### src/rtl/spife_pkg.sv
package spife_pkg;
  typedef enum logic {
    PAUSE_OFF = 1'b0,
    PAUSE_ON  = 1'b1
  } pause_st_e;

  // positions inside the resynchronised pin vector
  localparam int PIN_CS   = 0;
  localparam int PIN_SCK  = 1;
  localparam int PIN_SDI  = 2;
  localparam int PIN_WP   = 3;
  localparam int PIN_HOLD = 4;
  localparam int PIN_CNT  = 5;
endpackage

### src/rtl/spife_sync.sv
module spife_sync #(
  parameter int               WIDTH   = 1,
  parameter int               STAGES  = 2,
  parameter logic [WIDTH-1:0] RST_VAL = '0
) (
  input  logic             clk,
  input  logic             rst_n,
  input  logic [WIDTH-1:0] d,
  output logic [WIDTH-1:0] q
);
  logic [WIDTH-1:0] stg [STAGES];

  always_ff @(posedge clk or negedge rst_n) begin
    if (!rst_n) stg[0] <= RST_VAL;
    else        stg[0] <= d;
  end

  for (genvar g = 1; g < STAGES; g++) begin : g_stage
    always_ff @(posedge clk or negedge rst_n) begin
      if (!rst_n) stg[g] <= RST_VAL;
      else        stg[g] <= stg[g-1];
    end
  end

  assign q = stg[STAGES-1];
endmodule

### src/rtl/spife_pause.sv
module spife_pause
  import spife_pkg::*;
(
  input  logic clk,
  input  logic rst_n,
  input  logic cs_act,
  input  logic sck_lvl,
  input  logic hold_n_lvl,
  output logic hold_act
);
  pause_st_e st_q, st_d;

  always_comb begin
    st_d = st_q;
    if (!cs_act) begin
      st_d = PAUSE_OFF;
    end else if (!sck_lvl) begin
      // both entry and exit are taken only with the serial clock low
      if (st_q == PAUSE_OFF && !hold_n_lvl) st_d = PAUSE_ON;
      if (st_q == PAUSE_ON  &&  hold_n_lvl) st_d = PAUSE_OFF;
    end
  end

  always_ff @(posedge clk or negedge rst_n) begin
    if (!rst_n) st_q <= PAUSE_OFF;
    else        st_q <= st_d;
  end

  assign hold_act = (st_q == PAUSE_ON);
endmodule

### src/rtl/spife_rx.sv
module spife_rx #(
  parameter int DATA_W = 8,
  parameter int CNT_W  = 3
) (
  input  logic              clk,
  input  logic              rst_n,
  input  logic              cs_act,
  input  logic              cs_rise,
  input  logic              cs_fall,
  input  logic              sck_rise,
  input  logic              hold_act,
  input  logic              sdi,
  output logic [CNT_W-1:0]  bit_cnt,
  output logic              rx_valid,
  output logic [DATA_W-1:0] rx_data,
  output logic              rx_cmd,
  output logic              frame_err
);
  localparam logic [CNT_W-1:0] LAST_BIT = CNT_W'(DATA_W - 1);

  logic [DATA_W-1:0] sh_q, sh_d;
  logic [CNT_W-1:0]  cnt_q, cnt_d;
  logic              first_q, first_d;
  logic              vld_q, vld_d;
  logic [DATA_W-1:0] dat_q, dat_d;
  logic              cmd_q, cmd_d;
  logic              err_q, err_d;
  logic              take_bit;
  logic [DATA_W-1:0] sh_next;

  assign take_bit = cs_act && sck_rise && !hold_act;
  assign sh_next  = {sh_q[DATA_W-2:0], sdi};

  always_comb begin
    sh_d    = sh_q;
    cnt_d   = cnt_q;
    first_d = first_q;
    vld_d   = 1'b0;
    dat_d   = dat_q;
    cmd_d   = cmd_q;
    err_d   = 1'b0;
    if (cs_rise || cs_fall) begin
      cnt_d   = '0;
      first_d = 1'b1;
      err_d   = cs_rise && (cnt_q != '0);
    end else if (take_bit) begin
      sh_d = sh_next;
      if (cnt_q == LAST_BIT) begin
        cnt_d   = '0;
        vld_d   = 1'b1;
        dat_d   = sh_next;
        cmd_d   = first_q;
        first_d = 1'b0;
      end else begin
        cnt_d = cnt_q + 1'b1;
      end
    end
  end

  always_ff @(posedge clk or negedge rst_n) begin
    if (!rst_n) begin
      sh_q    <= '0;
      cnt_q   <= '0;
      first_q <= 1'b1;
      vld_q   <= 1'b0;
      dat_q   <= '0;
      cmd_q   <= 1'b0;
      err_q   <= 1'b0;
    end else begin
      sh_q    <= sh_d;
      cnt_q   <= cnt_d;
      first_q <= first_d;
      vld_q   <= vld_d;
      dat_q   <= dat_d;
      cmd_q   <= cmd_d;
      err_q   <= err_d;
    end
  end

  assign bit_cnt   = cnt_q;
  assign rx_valid  = vld_q;
  assign rx_data   = dat_q;
  assign rx_cmd    = cmd_q;
  assign frame_err = err_q;
endmodule

### src/rtl/spife_tx.sv
module spife_tx #(
  parameter int DATA_W = 8,
  parameter int CNT_W  = 3
) (
  input  logic              clk,
  input  logic              rst_n,
  input  logic              cs_act,
  input  logic              sck_fall,
  input  logic              hold_act,
  input  logic [CNT_W-1:0]  bit_cnt,
  input  logic              tx_en,
  input  logic [DATA_W-1:0] tx_data,
  output logic              sdo,
  output logic              tx_pull
);
  logic [DATA_W-1:0] sh_q, sh_d;
  logic              pull_q, pull_d;
  logic              step;

  assign step = cs_act && sck_fall && !hold_act && tx_en;

  always_comb begin
    sh_d   = sh_q;
    pull_d = 1'b0;
    if (step) begin
      if (bit_cnt == '0) begin
        sh_d   = tx_data;
        pull_d = 1'b1;
      end else begin
        sh_d = {sh_q[DATA_W-2:0], 1'b0};
      end
    end
  end

  always_ff @(posedge clk or negedge rst_n) begin
    if (!rst_n) begin
      sh_q   <= '0;
      pull_q <= 1'b0;
    end else begin
      sh_q   <= sh_d;
      pull_q <= pull_d;
    end
  end

  assign sdo     = sh_q[DATA_W-1];
  assign tx_pull = pull_q;
endmodule

### src/rtl/spi_flash_frontend.sv
module spi_flash_frontend
  import spife_pkg::*;
#(
  parameter int DATA_W      = 8,
  parameter int SYNC_STAGES = 2
) (
  input  logic              clk,
  input  logic              rst_n,
  input  logic              spi_cs_n,
  input  logic              spi_sck,
  input  logic              spi_sdi,
  input  logic              spi_hold_n,
  input  logic              spi_wp_n,
  output logic              spi_sdo,
  output logic              spi_sdo_oe,
  input  logic              tx_en,
  input  logic [DATA_W-1:0] tx_data,
  output logic              tx_pull,
  output logic              rx_valid,
  output logic [DATA_W-1:0] rx_data,
  output logic              rx_cmd,
  output logic              frame_err,
  input  logic              busy,
  output logic              standby,
  output logic              wr_lock
);
  localparam int CNT_W = (DATA_W > 2) ? $clog2(DATA_W) : 1;
  localparam logic [PIN_CNT-1:0] PIN_IDLE = PIN_CNT'(5'b11001);

  // reset: asserted asynchronously, released on the clock
  logic [1:0] rst_pipe;
  logic       rst_int_n;

  always_ff @(posedge clk or negedge rst_n) begin
    if (!rst_n) rst_pipe <= 2'b00;
    else        rst_pipe <= {rst_pipe[0], 1'b1};
  end
  assign rst_int_n = rst_pipe[1];

  // pin resynchronisation
  logic [PIN_CNT-1:0] pins_raw, pins_s;
  assign pins_raw = {spi_hold_n, spi_wp_n, spi_sdi, spi_sck, spi_cs_n};

  spife_sync #(
    .WIDTH  (PIN_CNT),
    .STAGES (SYNC_STAGES),
    .RST_VAL(PIN_IDLE)
  ) u_sync (
    .clk  (clk),
    .rst_n(rst_int_n),
    .d    (pins_raw),
    .q    (pins_s)
  );

  logic cs_act, sck_s, sdi_s, hold_n_s, wp_n_s;
  assign cs_act   = !pins_s[PIN_CS];
  assign sck_s    = pins_s[PIN_SCK];
  assign sdi_s    = pins_s[PIN_SDI];
  assign wp_n_s   = pins_s[PIN_WP];
  assign hold_n_s = pins_s[PIN_HOLD];

  // edge detection on the resynchronised levels
  logic sck_prev_q, cs_prev_q;
  logic sck_rise, sck_fall, cs_rise, cs_fall;

  always_ff @(posedge clk or negedge rst_int_n) begin
    if (!rst_int_n) begin
      sck_prev_q <= 1'b0;
      cs_prev_q  <= 1'b0;
    end else begin
      sck_prev_q <= sck_s;
      cs_prev_q  <= cs_act;
    end
  end

  assign sck_rise = sck_s && !sck_prev_q;
  assign sck_fall = !sck_s && sck_prev_q;
  assign cs_fall  = cs_act && !cs_prev_q;
  assign cs_rise  = !cs_act && cs_prev_q;

  logic             hold_act;
  logic [CNT_W-1:0] bit_cnt;

  spife_pause u_pause (
    .clk       (clk),
    .rst_n     (rst_int_n),
    .cs_act    (cs_act),
    .sck_lvl   (sck_s),
    .hold_n_lvl(hold_n_s),
    .hold_act  (hold_act)
  );

  spife_rx #(
    .DATA_W(DATA_W),
    .CNT_W (CNT_W)
  ) u_rx (
    .clk      (clk),
    .rst_n    (rst_int_n),
    .cs_act   (cs_act),
    .cs_rise  (cs_rise),
    .cs_fall  (cs_fall),
    .sck_rise (sck_rise),
    .hold_act (hold_act),
    .sdi      (sdi_s),
    .bit_cnt  (bit_cnt),
    .rx_valid (rx_valid),
    .rx_data  (rx_data),
    .rx_cmd   (rx_cmd),
    .frame_err(frame_err)
  );

  spife_tx #(
    .DATA_W(DATA_W),
    .CNT_W (CNT_W)
  ) u_tx (
    .clk     (clk),
    .rst_n   (rst_int_n),
    .cs_act  (cs_act),
    .sck_fall(sck_fall),
    .hold_act(hold_act),
    .bit_cnt (bit_cnt),
    .tx_en   (tx_en),
    .tx_data (tx_data),
    .sdo     (spi_sdo),
    .tx_pull (tx_pull)
  );

  assign spi_sdo_oe = cs_act && tx_en && !hold_act;
  assign standby    = !cs_act && !busy;
  assign wr_lock    = !wp_n_s;
endmodule

### config.mk
export PLATFORM = sky130hd
export DESIGN_NAME = spi_flash_frontend
export DESIGN_NICKNAME = d
export VERILOG_FILES = /design/src/rtl/spife_pkg.sv /design/src/rtl/spife_sync.sv /design/src/rtl/spife_pause.sv /design/src/rtl/spife_rx.sv /design/src/rtl/spife_tx.sv /design/src/rtl/spi_flash_frontend.sv
export SDC_FILE = /design/constraint.sdc
export NUM_CORES = 1
export LEC_CHECK = 0
export ABC_AREA = 1
export CAP_MARGIN = 20
export CORE_MARGIN = 3
export CORE_UTILIZATION = 52
export DETAILED_ROUTE_END_ITERATION = 10
export HOLD_SLACK_MARGIN = 0.05
export PLACE_DENSITY_LB_ADDON = 0.1
export SLEW_MARGIN = 10
export SYNTH_ARGS = -nofsm -noshare
export SYNTH_HDL_FRONTEND = slang
export SYNTH_SLANG_ARGS = --single-unit
### constraint.sdc
create_clock -name clk -period 1.65 [get_ports clk]
set_input_delay 0.4125 -clock clk [delete_from_list [all_inputs] [get_ports clk]]
set_output_delay 0.4125 -clock clk [all_outputs]
set_load 0.05 [all_outputs]
==> results of run 1 <==
metrics by stage:
step / worst slack, ps / std cells
after floorplan: 195.2 / 202
after global placement: 54.23 / 281
after detailed placement: -4.976 / 281
after CTS: -8.342 / 289
after global routing: -19.52 / 289
final: 10.22 / 289
worst max-delay path, delay by kind of cell:
kind,cells,cell delay (ps)
buffers and inverters,3,720
and+or+nand+nor,1,90
flip-flops by register name, summed over array words and instances (netlist names):
signal	flops
u_rx.rx_data	8
u_tx.sh_q	8
u_rx.sh_q	7
u_sync.q	5
u_sync.stg	5
u_rx.bit_cnt	3
rst_pipe	2
cs_prev_q	1
sck_prev_q	1
u_pause.hold_act	1
u_rx.first_q	1
u_rx.frame_err	1
u_rx.rx_cmd	1
u_rx.rx_valid	1
u_tx.tx_pull	1
worst paths after layout:
check                                         from                       end  slack, ps  depth (start not counted)
setup / recovery                             tx_en                spi_sdo_oe         10                          4
hold / removal               rst_pipe[1]$_DFF_PN0_  u_tx.sh_q[2]$_DFFE_PN0P_        220                          0
setup reg to reg             u_sync.q[0]$_DFF_PN1_  u_rx.sh_q[6]$_DFFE_PN0P_        140                          5
hold reg to reg              rst_pipe[1]$_DFF_PN0_  u_tx.sh_q[2]$_DFFE_PN0P_        220                          0
max in group asynchronous    rst_pipe[1]$_DFF_PN0_  u_rx.first_q$_DFFE_PN1P_        860                          1
min in group clk           u_sync.stg[6]$_DFF_PN0_     u_sync.q[1]$_DFF_PN0_        350                          0
repair_timing:
item / CTS / global route
gates resized for setup: 4 / 0
pin swaps: 1 / 2
endpoints found under the setup margin: 2 / 2
endpoints found under the hold margin: 0 / 0
metal layers:
layer,global-route usage,wire length [microns],up-vias
met5,0,0,-
met4,0.08101,72,0
met3,0.05059,218,11
met2,0.3168,1900,54
met1,0.2181,1553,700
li1,-,-,723
cell type report:
type	count	area [sq um]
clock buffers	7	86.33
clock inverters	1	5.005
fillers	241	899.6
inverters	14	52.55
multi-input cells	135	676.9
flip-flops and latches	46	1161
well taps	46	57.56
repair buffers	40	503.0
where the power goes:
| group | total (mW) | switching (mW) | leakage (nW) | internal, mW |
|---|---|---|---|---|
| Sequential | 1.31 | 0.0789 | 0.584 | 1.23 |
| Clock | 0.689 | 0.352 | 0.0482 | 0.338 |
| Combinational | 0.325 | 0.180 | 0.674 | 0.145 |
cells in the final DEF, fill, tap and decap left out, types with 2 or more instances in the layout:
cell	count
buf_12	13
buf_4	11
clkbuf_8	6
clkdlybuf4s50_1	16
dfrtp_1	38
dfstp_2	7
ha_1	5
inv_1	9
inv_2	4
nand2_1	83
nand2_2	2
nand3_1	14
nand3_4	2
nand4_1	17
nor2_1	6
nor2_4	4
logic make-up (layout without fill, tap and decap cells):
family,Yosys count,in the layout,share of synthesized area
adders and majority gates,5,5,0.03243
DFF,46,46,0.6012
other,1,1,0.001944
AOI/OAI and AO/OA,1,1,0.003893
and+or+nand+nor,128,128,0.3074
buffers and inverters,21,62,0.05317
==> run summary, run 1 <==
From synthesis to final layout, the design area changed by 31.78%. By area the synthesized netlist is led by dfrtp_1 (51%), nand2_1 (16%), dfstp_2 (9.5%), nand4_1 (5.5%), nand3_1 (3.6%). The warning count from the yosys run came out at 0. The placed instances occupy a cell area of 2444 sq um. Counting distinct cell types in the post-synthesis netlist gives 19. The horizontal die dimension was 66.91 microns. Number of buffers created by CTS: 5. Setup repair after global routing could not meet its margin everywhere. After routing the design area is 2542 sq um. The signal on the critical path passes through clkdlybuf4s50_1, nand2_2, inv_2, buf_12.

For the initial antenna violation count, the log shows 0. Dividing the synthesized area by the synthesized cell count gives 9.551 sq um. The share of the core filled with cells in the final layout is 0.7386.

For the number of design rule violations left after detail routing, the log shows 0. The predominant post-synthesis flop cell was dfrtp_1. After the first detailed-routing iteration, the DRC count stood at 94. The time the worst path needs with I/O delays and setup is 1640 ps. The run gives 4477 sq um as the overall die area.

Hold repair after CTS inserted 0 buffers. The number of iterations in the first detailed-routing pass was 6; the source-to-sink clock delay at the later pin of the worst-skew pair was 300 ps. Clock skew on the completed layout was measured at 9.082 ps. For the placed wire-length estimate after detailed placement, the log shows 2754 microns. The proportion of synthesized flip-flops having asynchronous set or reset works out to 1.000. The leading area contributor after synthesis is dfrtp_1.

The register bit total from synthesis was 46; the cell area after technology mapping was 1929 sq um. TritonCTS built the clock tree. The tools report the sum of routed wire length over all layers as 3744 microns.

At the end of the flow, the number of nets in the layout was 264. In this run the power density over the cells is 913.8 nW/um^2. Entering global routing, the biggest net connects 25 pins.

The critical path is of the input pin to output port type. From bottom edge to top edge, the die measures 66.91 microns. The tree is rooted in a clkbuf_8. The final setup violation count came out at 0.

Slowest library cell on the worst path: clkdlybuf4s50_1. The vias after detailed routing is 1488, and the tightest hold margin is 219.9 ps. Based on the critical path, the design can be clocked at up to 0.6098 GHz. The count of flip-flops with a built-in enable after synthesis was 0. The required time at the endpoint of the critical path is 1240 ps, and the maximum level of the CTS H-tree is 2. The clock-pin slew of the registers on the worst-case setup and hold paths is 80 ps, and the final total power is 2.323 mW. Summed over all layers, the global routing overflow is 0. The worst setup path is captured at an output port. The routed wire length per instance is 12.96 microns. The most numerous cell in the Yosys netlist was nand2_1. The detail route stage leaves a number of antenna-violating nets equal to 0. The total leakage power was 1.307 nW. The sequential element share of the synthesized area was 0.6012. Hold violation total from the final report: 0. The peak ir drop on the vdd network is 0.6731 mV. The count of port buffers added during placement was 32.

During I/O placement, the number of pins put on the boundary was 33. The max-slew violation total from the final report was 0; the first-pass GRT wire length was 6182 microns. The fraction of layout cells with a size suffix above 1 is 0.2099, and the overall track demand over capacity in global routing is 0.1859. The area fraction of the dominant cell type after synthesis was 0.5058; the largest stage delay on the critical path was 520 ps. Synthesis produced a netlist whose cell count is 202.

For the number of sinks handled by clock tree synthesis, the log shows 46. The longest clock path from root to sink contains 2 buffers. After detailed routing, the number of vias per cell comes to 5.149.

The number of nets handed over by synthesis was 224. The floorplan core area was 3442 sq um; the setup TNS after final layout was 0 ps. The logs give 0.5605 for the effective utilization at floorplan and 0.8136 for the final weighted congestion of routability-driven global placement. The number of antenna diodes in the final layout is 0. The floorplan has 21 rows. The run finished with clean final reports. Of all nets on the critical path, the largest fanout is 2. In this run the post-CTS setup repair buffer count came out at 0.

Via count of the first global-routing pass: 1415. Type of the tightest min-delay check: register to async pin. At the worst endpoint, the arrival time is 1230 ps. The critical path startpoint category is an input pin. The post-route clock period utilization is 0.9938. In the synthesized netlist, the cells that appear most often are nand2_1 (84), dfrtp_1 (39), nand4_1 (17). The number of maximum-capacitance violations is 0.
Power figures use the tool's default switching activity.
==> inputs of run 2 (changes only) <==
CORE_UTILIZATION = 45   (was 52)
==> run summary, run 2 (synthesis gave the netlist of run 1 again) <==
The flow ran to the end, and the final reports show no timing, DRC or antenna violations. For the worst setup path, the data arrival time is 1220 ps. The congestion estimate from routability-driven global placement came to 0.8470. After global routing the overflow that remains totals 0. For the share of the core filled with cells in the final layout, the log shows 0.6290. The tools report the via count of the first global-routing pass as 1379.

The cell family contributing the most delay on the critical path is flip-flops. The tools report the maximum number of pins on one net before global-route repair as 45. The initial antenna violation count was 0; the number of iterations in the first detailed-routing pass was 4. The floorplan die height came out at 71.48 microns. Clock tree synthesis found a total of 46 sinks. The overall track demand over capacity in global routing is 0.1565, and the maximum clock path buffer count is 2. For the final database, setup skew stands at 6.023 ps. The floorplan has 23 rows. For the worst setup path, the data required time is 1240 ps. The worst setup slack after placement is 32.79 ps, and the vias after detailed routing is 1428. For this design the ratio of total power to cell area is 957.0 nW/um^2. STA classifies the critical path startpoint as a register.

TritonCTS built the clock tree. The initial DRC count came out at 85. In the final routed layout, each cell accounts on average for 12.09 microns.

The clock tree root buffer cell was clkbuf_8. The fraction of layout cells with a size suffix above 1 is 0.2149, and the effective utilization at floorplan is 0.4755. Largest stage delay on the critical path: 600 ps. After routing, the total negative slack on setup checks comes to 0 ps.

The post-route clock period utilization is 0.9918. Clock-pin slew was measured on the worst setup and hold paths at 90 ps. In the routed design, unresolved DRC markers number 0. The wire-length estimate of the detail-placed layout is 2563 microns. Setup repair after global routing could not meet its margin everywhere. The most common cell after layout, fill and taps aside is nand2_1. The worst setup path is captured at an output port. The library cells used most frequently in the layout, excluding fill and tap cells, are nand2_1 (83), dfrtp_1 (38), nand4_1 (17). Hold timing on the final database bottoms out at a slack of 268.0 ps. The run gives 0 as the count of antenna-violating nets left after detailed routing.

Using the TritonRoute via totals, the vias-per-cell ratio works out to 4.890. The max-slew violation total from the final report is 0. The tightest slew margin relative to the limit is 0.6520. The slowest stage of the critical path is the dfstp_2 cell. The path class of the tightest hold or removal check is input pin to async pin. At the pin with the least slew margin, the transition time is 522.0 ps. Counting both buffers and inverters, the worst setup path holds a total of 2. Final antenna diode count: 0. The peak ir drop on the vdd network is 0.6069 mV, and the maximum level of the CTS H-tree is 2. Along the worst path, the maximum fanout reaches 4. The analysis attributes to cell leakage a power of 1.298 nW. The core region is 4058 sq um. For the count of nets after finishing, the log shows 263. The critical path in this run is classified as register to output port. Setup violations remaining at the end of the flow were counted as 0. The hold violation total from the final report is 0, and the time the worst path needs with I/O delays and setup is 1636 ps. Total power for the finished layout comes to 2.443 mW. The run gives 5109 sq um as the overall die area. The worst path meets setup with 13.58 ps of slack. Timing would allow up to 0.6111 GHz. The source-to-sink clock delay at the later pin of the worst-skew pair was 300 ps. Wires add up to 3531 microns.

The first global-routing pass estimated 6320 microns of wire. For the number of maximum-capacitance violations, the log shows 0. The run gives 5 as the number of buffers created by CTS. The count of port buffers added during placement is 32, and the layout overhead on the synthesized area is 32.30%. The horizontal die dimension is 71.48 microns, and the count of boundary I/O pins is 33.

The critical path goes through inv_2, nor2_4, buf_12.
[run 2: changes by cell type in the layout (fill, tap and decap cells not counted), sizes merged]
cell	delta
buf	-1
clkinv	-1
bufinv	+1
clkinvlp	+2
clkbuf	-2
[run 2: final cells by class]
type	instances	area (sq um)
clock buffer	5	68.82
clock inverter	3	45.04
fill	341	1505
inverter	14	52.55
multi-input combinational	135	679.4
sequential	46	1161
tap	50	62.56
timing repair buffer	39	483.0
[run 2: routing by layer]
layer  vias up  global-route usage  share of wire
met3         4             0.05189          0.063
li1        722                   -              -
met1       657              0.2089           0.45
met4         0             0.04384         0.0065
met5         -                   0              0
met2        45              0.2459           0.48
[run 2: final timing paths]
check | slack [ps] | endpoint | from | cells after the start
worst max-delay path | 10 | standby | u_sync.q[0]$_DFF_PN1_ | 3
worst min-delay path | 270 | rst_pipe[1]$_DFF_PN0_ | rst_n | 1
worst max register to register | 120 | u_rx.rx_data[2]$_DFFE_PN0P_ | u_sync.q[0]$_DFF_PN1_ | 6
worst min register to register | 330 | u_tx.sh_q[7]$_DFFE_PN0P_ | rst_pipe[1]$_DFF_PN0_ | 1
max in group asynchronous | 950 | u_rx.first_q$_DFFE_PN1P_ | rst_pipe[1]$_DFF_PN0_ | 1
min in group clk | 360 | u_sync.q[1]$_DFF_PN0_ | u_sync.stg[6]$_DFF_PN0_ | 0
[run 2: power breakdown]
part	total [mW]	switching [mW]	internal [mW]
Combinational	0.324	0.184	0.141
Sequential	1.30	0.0678	1.23
Clock	0.821	0.371	0.450
[run 2: timing repair]
item                                   4_1_cts  5_1_grt
setup endpoints to repair                    1       11
hold buffers                                 0        0
resized for setup                            3        2
pin swaps                                    1        1
setup buffers                                0        0
endpoints found under the hold margin        0        0
[run 2: through the flow]
stage	cell area, sq um	cells
global placement	2429	284
CTS	2547	292
floorplan	1932	202
detailed placement	2429	284
finish	2552	292
global route	2552	292
